**src/rtl/sid_pkg.sv**
```systemverilog
package sid_pkg;

    typedef enum logic [1:0] {
        FR_OUT   = 2'd0,
        FR_ARMED = 2'd1,
        FR_IN    = 2'd2
    } frame_state_t;

    // Video reads in 0x2000-0x2FFF belong to the name/attribute tables
    function automatic logic in_table_space(input logic [13:0] a);
        return a[13:12] == 2'b10;
    endfunction

    // Name-table fetch: table space, low 10 bits below 0x3C0
    function automatic logic is_name_fetch(input logic [13:0] a);
        return (a[13:12] == 2'b10) && (a[9:6] != 4'hF);
    endfunction

endpackage

```
**src/rtl/fetch_repeat_tracker.sv**
```systemverilog
module fetch_repeat_tracker #(
    parameter int ADDR_W       = 14,
    parameter int REPEAT_LIMIT = 2
) (
    input  logic              clk,
    input  logic              rst_n,
    input  logic              rd,
    input  logic              in_range,
    input  logic [ADDR_W-1:0] addr,
    input  logic              forget,
    output logic              line_start
);
    localparam int REP_W = $clog2(REPEAT_LIMIT + 1);

    logic [REP_W-1:0]  rep_q;
    logic [ADDR_W-1:0] last_q;

    assign line_start = rd && (rep_q >= REP_W'(REPEAT_LIMIT));

    always_ff @(posedge clk or negedge rst_n) begin
        if (!rst_n) begin
            rep_q <= '0;
        end else if (rd) begin
            if (line_start)
                rep_q <= '0;
            else if (in_range && (addr == last_q))
                rep_q <= rep_q + 1'b1;
            else
                rep_q <= '0;
        end
    end

    always_ff @(posedge clk or negedge rst_n) begin
        if (!rst_n)
            last_q <= '0;
        else if (forget)
            last_q <= '0;
        else if (rd)
            last_q <= addr;
    end
endmodule

```
**src/rtl/idle_timer.sv**
```systemverilog
module idle_timer #(
    parameter int IDLE_RELOAD = 3
) (
    input  logic clk,
    input  logic rst_n,
    input  logic rd,
    input  logic tick,
    output logic expire
);
    localparam int IDLE_W = $clog2(IDLE_RELOAD + 1);

    logic [IDLE_W-1:0] cnt_q;

    assign expire = tick && !rd && (cnt_q == IDLE_W'(1));

    always_ff @(posedge clk or negedge rst_n) begin
        if (!rst_n)
            cnt_q <= '0;
        else if (rd)
            cnt_q <= IDLE_W'(IDLE_RELOAD);
        else if (tick && (cnt_q != '0))
            cnt_q <= cnt_q - 1'b1;
    end
endmodule

```
**src/rtl/frame_tracker.sv**
```systemverilog
module frame_tracker
    import sid_pkg::*;
(
    input  logic clk,
    input  logic rst_n,
    input  logic name_fetch,
    input  logic line_start,
    input  logic expire,
    input  logic vec,
    output logic in_frame,
    output logic is_out
);
    frame_state_t state_q, state_d;

    always_comb begin
        state_d = state_q;
        unique case (state_q)
            FR_OUT:   if (line_start)           state_d = FR_ARMED;
            FR_ARMED: if (name_fetch && !vec)   state_d = FR_IN;
            FR_IN:    if (expire || vec)        state_d = FR_OUT;
            default:                            state_d = FR_OUT;
        endcase
    end

    always_ff @(posedge clk or negedge rst_n) begin
        if (!rst_n)
            state_q <= FR_OUT;
        else
            state_q <= state_d;
    end

    always_comb begin
        in_frame = 1'b0;
        is_out   = 1'b0;
        unique case (state_q)
            FR_OUT:   is_out   = 1'b1;
            FR_ARMED: ;
            FR_IN:    in_frame = 1'b1;
            default:  is_out   = 1'b1;
        endcase
    end
endmodule

```
**src/rtl/line_counter_irq.sv**
```systemverilog
module line_counter_irq #(
    parameter int CNT_W = 8
) (
    input  logic             clk,
    input  logic             rst_n,
    input  logic             line_start,
    input  logic             restart,
    input  logic             vec,
    input  logic             ack,
    input  logic [CNT_W-1:0] target,
    output logic             pending
);
    logic [CNT_W-1:0] cnt_q;
    logic [CNT_W-1:0] cnt_inc;
    logic             hit;

    assign cnt_inc = cnt_q + 1'b1;
    assign hit     = line_start && !restart && (cnt_inc == target);

    always_ff @(posedge clk or negedge rst_n) begin
        if (!rst_n)
            cnt_q <= '0;
        else if (vec)
            cnt_q <= '0;
        else if (line_start)
            cnt_q <= restart ? '0 : cnt_inc;
    end

    always_ff @(posedge clk or negedge rst_n) begin
        if (!rst_n)
            pending <= 1'b0;
        else if (vec)
            pending <= 1'b0;
        else if (hit)
            pending <= 1'b1;
        else if (ack)
            pending <= 1'b0;
    end
endmodule

```
**src/rtl/scanline_irq_detector.sv**
```systemverilog
module scanline_irq_detector
    import sid_pkg::*;
#(
    parameter int ADDR_W       = 14,
    parameter int CNT_W        = 8,
    parameter int IDLE_RELOAD  = 3,
    parameter int REPEAT_LIMIT = 2
) (
    input  logic              clk,
    input  logic              rst_n,
    input  logic              vid_rd,
    input  logic [ADDR_W-1:0] vid_addr,
    input  logic              cpu_tick,
    input  logic              vec_fetch,
    input  logic              reg_wr,
    input  logic              reg_rd,
    input  logic              reg_sel,
    input  logic [7:0]        reg_wdata,
    output logic [7:0]        reg_rdata,
    output logic              irq
);
    localparam int ENABLE_BIT  = 7;
    localparam int PEND_BIT    = 7;
    localparam int INFRAME_BIT = 6;

    logic [CNT_W-1:0] target_q;
    logic             enable_q;
    logic             in_range;
    logic             name_fetch;
    logic             line_start;
    logic             expire;
    logic             in_frame;
    logic             is_out;
    logic             pending;
    logic             status_ack;

    assign in_range   = in_table_space(vid_addr[13:0]);
    assign name_fetch = vid_rd && is_name_fetch(vid_addr[13:0]);
    assign status_ack = reg_rd && reg_sel;

    fetch_repeat_tracker #(
        .ADDR_W       (ADDR_W),
        .REPEAT_LIMIT (REPEAT_LIMIT)
    ) u_rep (
        .clk        (clk),
        .rst_n      (rst_n),
        .rd         (vid_rd),
        .in_range   (in_range),
        .addr       (vid_addr),
        .forget     (vec_fetch),
        .line_start (line_start)
    );

    idle_timer #(
        .IDLE_RELOAD (IDLE_RELOAD)
    ) u_idle (
        .clk    (clk),
        .rst_n  (rst_n),
        .rd     (vid_rd),
        .tick   (cpu_tick),
        .expire (expire)
    );

    frame_tracker u_frame (
        .clk        (clk),
        .rst_n      (rst_n),
        .name_fetch (name_fetch),
        .line_start (line_start),
        .expire     (expire),
        .vec        (vec_fetch),
        .in_frame   (in_frame),
        .is_out     (is_out)
    );

    line_counter_irq #(
        .CNT_W (CNT_W)
    ) u_cnt (
        .clk        (clk),
        .rst_n      (rst_n),
        .line_start (line_start && !vec_fetch),
        .restart    (is_out),
        .vec        (vec_fetch),
        .ack        (status_ack),
        .target     (target_q),
        .pending    (pending)
    );

    always_ff @(posedge clk or negedge rst_n) begin
        if (!rst_n) begin
            target_q <= '0;
            enable_q <= 1'b0;
        end else if (reg_wr) begin
            if (reg_sel)
                enable_q <= reg_wdata[ENABLE_BIT];
            else
                target_q <= reg_wdata[CNT_W-1:0];
        end
    end

    always_comb begin
        reg_rdata = 8'h00;
        if (reg_sel) begin
            reg_rdata[PEND_BIT]    = pending;
            reg_rdata[INFRAME_BIT] = in_frame;
        end
    end

    assign irq = pending && enable_q;
endmodule

```
**config.mk**
```make
export PLATFORM = sky130hd
export DESIGN_NAME = scanline_irq_detector
export DESIGN_NICKNAME = d
export VERILOG_FILES = /design/src/rtl/sid_pkg.sv /design/src/rtl/fetch_repeat_tracker.sv /design/src/rtl/idle_timer.sv /design/src/rtl/frame_tracker.sv /design/src/rtl/line_counter_irq.sv /design/src/rtl/scanline_irq_detector.sv
export SDC_FILE = /design/constraint.sdc
export NUM_CORES = 1
export LEC_CHECK = 0
export BUFFER_PORTS_ARGS = -buffer_cell sky130_fd_sc_hd__buf_2
export CORE_MARGIN = 3
export CORE_UTILIZATION = 50
export DETAILED_ROUTE_END_ITERATION = 10
export PLACE_DENSITY = 0.73
export SYNTH_ARGS = -nofsm -noshare
export SYNTH_HDL_FRONTEND = slang
export SYNTH_SLANG_ARGS = --single-unit
```
**constraint.sdc**
```tcl
create_clock -name clk -period 3 [get_ports clk]
set_input_delay 0.15 -clock clk [delete_from_list [all_inputs] [get_ports clk]]
set_output_delay 0.15 -clock clk [all_outputs]
set_load 0.02 [all_outputs]
```
==> impl_results.md <==
* Placement row count at 23
* Initial antenna violation count at 0
* Mapped Cells at 204
* Worst reg2reg path startpoint: u_rep.rep_q[0]
* Detailed Route WL at 3748 um
* IO Pins at 39
* Post-route ant nets at 0
* Final Hold Viols at 0
* First-pass GRT wire length at 6437 um
* Final Skew at 0.004374 ns
* Storage element area at between 900 and 1000 um^2
* Fin crit period at approximately 2.1 ns
* Critical Path End Type: flip-flop
* Worst Hold Endpoint: target_q[6]
* # DRC at 0
* FMAX at 482.3 MHz
* Setup ws final at 0.9265 ns
* Fin area at between 2000 and 2500 um^2
* Routed length per instance at 13.10 um
* RSZ-0062 raised after global routing: no
* Pwr Total at 1.112 mW
* Critical Path RT at roughly 3.2 ns
* Area Overhead vs Synth at 12.35%
* Post-CTS setup buffer count at 0
* Pin count of the biggest net entering global routing at 39
* Sink Count at 38
* Avg Inst Size Synth at 10.43 um^2
* Max-Slew Margin vs Limit at 44.85%
* Final number of setup-violating endpoints at 0
* CTS tree: yes
* Primary FF master, synth: dfrtp_1
* Post-synth EDFFs at 0
* Critical R2R Capture: u_cnt.pending
* CP peak stage delay at 0.52 ns
* Least-Margin Pin Slew at 0.8272 ns
* CP cell instances: inv_1 > ha_1 > o21ai_1 > or3b_4 > nor4_1 > a31oi_1 > a311oi_2
* H-tree levels at 2
* Leakage power at roughly 1.1 nW
* Mapped Area at around 2100 um^2
* Worst Path Buf+Inv at 1
* 1st-iter DRT viols at 61
* Length of the first detailed-routing pass in iterations at 5
* Grt ovf at 0
* Worst hold slack at 0.09649 ns
* CP arrival at 2.27 ns
* Share of cells above drive strength 1 at 22.03%
* Setup TNS at 0 ns
* Fin. max-slew vios at 0
* Non-filler cells, final at 286
* Clk slew on worst S/H paths at 0.07 ns
* Outcome: complete, no violations
* DIE AREA at between 5000 and 6000 um^2
* Initial Util at 52.45%
* Gpl congestion at roughly 0.83
* Routed via count at 1493
* Worst R2R Path Depth at 7
* Peak supply drop at between 200 and 300 uV
* CORE AREA at 4058 um^2
* Final period util at 69.12%
* Global Route Usage Sum at 15.99%
* Largest family of logic cells by synthesized area: simple AND/OR/NAND/NOR gates
* Post-DP HPWL at 2742 um
* Startpoint type of the worst setup path: flip-flop
* Largest fanout on the critical path at 14
* CP Class: flip-flop to flip-flop
* Warnings from Yosys at 0
* Finished Core Util at between 50% and 60%
* Post-synthesis mux area share at 12.35%
* Die Span Y at 71.24 um
* Hold_sp: reg_wdata[6]
* Synth async-reset ratio at 100.0%
* Nets at 272
* Synth Area in Compound Gates at 10.05%
* Synth Register Bits at 38
* Maximum clock path buffer count at 2
* # port buffers at 32
* Yosys top cell by area: dfrtp_1
* # diodes at 0
* MaxCap Viol Count at 0
* Fillcell total at 362
* Clk_lat worst skew at 0.28 ns
* FF-to-FF setup slack at around 0.93 ns
* Worst Hold Class: input port to flip-flop
* Post-synth cell types at 45
* CTS Buf Count at 5
* Hold Path Depth at 2
* Number of global-route vias before repair at 1435
* Number of vias per cell at 5.220
* Crit-path leading delay family: simple AND/OR/NAND/NOR gates
* XOR/XNOR Fraction of Synth Area at 8.642%
* Root buf cell: clkbuf_8
* Multi-input gate area at 1082 um^2
* DP Cell Count at around 280
* Setup WS pre-CTS at a little under 0.9 ns
* Simple-gate share of the synthesized area at approximately 15%
* Main area contributors after synthesis: dfrtp_1 (45%), mux2i_1 (7.1%), mux2_2 (5.3%), xnor2_1 (4.9%), ha_1 (4.1%)
* DP Area at around 2300 um^2
* Seq/Total Area, Yosys at 44.68%
* Crit-path slowest cell: or3b_4
* Die width at 71.24 um
* Area share of the largest cell type after synthesis at 44.68%
* Pwr Density at 465.3 nW/um^2
* Post-synthesis adder-cell area fraction at under 10%
-- worst max-delay path by stage --
stage,slack (ns),from,depth (start not counted),endpoint
floorplan,1.21,u_cnt.cnt_q[0],6,u_cnt.pending
global placement,0.97,vid_rd,6,u_cnt.pending
detailed placement,0.87,vid_rd,6,u_cnt.pending
CTS,0.94,u_rep.rep_q[0],7,u_cnt.pending
global route,0.81,u_rep.rep_q[0],7,u_cnt.pending
finish,0.93,u_rep.rep_q[0],7,u_cnt.pending
-- final cells by class --
| cell class | instances | area share, % |
|---|---|---|
| multi-input cells | 148 | 45.26 |
| clock buffers | 7 | 3.611 |
| repair buffers | 33 | 7.117 |
| well taps | 50 | 2.616 |
| inverters | 9 | 1.413 |
| clock inverters | 1 | 0.2093 |
| flip-flops and latches | 38 | 39.77 |
-- cells by family after synthesis --
logic type | count (synthesis)
AND/OR/NAND/NOR | 58
multiplexers | 25
other | 1
AO/OA/AOI/OAI | 31
buffers and inverters | 23
flip-flops | 38
adder cells (fa/ha/maj) | 7
XOR/XNOR | 21
-- Yosys cell counts (2+ instances only) --
library cell / n
and2_1: 4
nand4b_1: 2
nand2b_1: 3
nor2_1: 20
o21ai_0: 7
and3_1: 2
nand2_1: 7
ha_1: 7
inv_1: 9
nor4_1: 3
nand4_1: 2
xnor2_1: 12
mux2_2: 10
dfrtp_1: 38
clkbuf_1: 4
buf_4: 6
xor2_1: 9
mux2i_1: 15
nand3_1: 3
nor2b_1: 5
o21ai_1: 6
o31ai_1: 3
o21a_1: 2
buf_2: 4
-- flip-flops by register name, summed over array words and instances (netlist names) --
name and cells:
u_rep.last_q 14, target_q 8, u_cnt.cnt_q 8, u_frame.state_q 2, u_idle.cnt_q 2, u_rep.rep_q 2
enable_q 1, u_cnt.pending 1
-- cells in the final DEF (no fill, tap or decap), types with 2 or more instances in the layout --
master    instances
dfrtp_1          38
and2_1            4
nand4b_1          2
mux2_2           10
nand3_1           3
nand2_1           7
nor4_1            3
nand2b_1          3
xnor2_1          12
conb_1            6
clkbuf_8          6
o21ai_1           6
nor2b_1           5
xor2_1            9
o21a_1            2
o31ai_1           3
and3_1            2
inv_1             9
o21ai_0           7
mux2i_1          15
ha_1              7
nand4_1           2
buf_2            32
nor2_1           20
-- report_power, final --
| part | internal (mW) | switching [mW] | total (mW) |
|---|---|---|---|
| Clock | 0.185 | 0.163 | 0.348 |
| Combinational | 0.0943 | 0.0937 | 0.188 |
| Sequential | 0.550 | 0.0267 | 0.577 |
-- layer usage --
| metal | vias to the layer above | GRT usage (%) | routed length, um |
|---|---|---|---|
| met5 | - | 0 | 0 |
| met4 | 0 | 4.384 | 0 |
| met3 | 0 | 3.787 | 122 |
| met2 | 31 | 25.92 | 1883 |
| met1 | 702 | 21.59 | 1743 |
| li1 | 760 | - | - |
-- timing repair --
item | 4_1_cts | 5_1_grt
gates resized for setup | 0 | 0
hold buffers | 1 | 0
hold endpoints to repair | 30 | 0
Power figures use the tool's default switching activity.
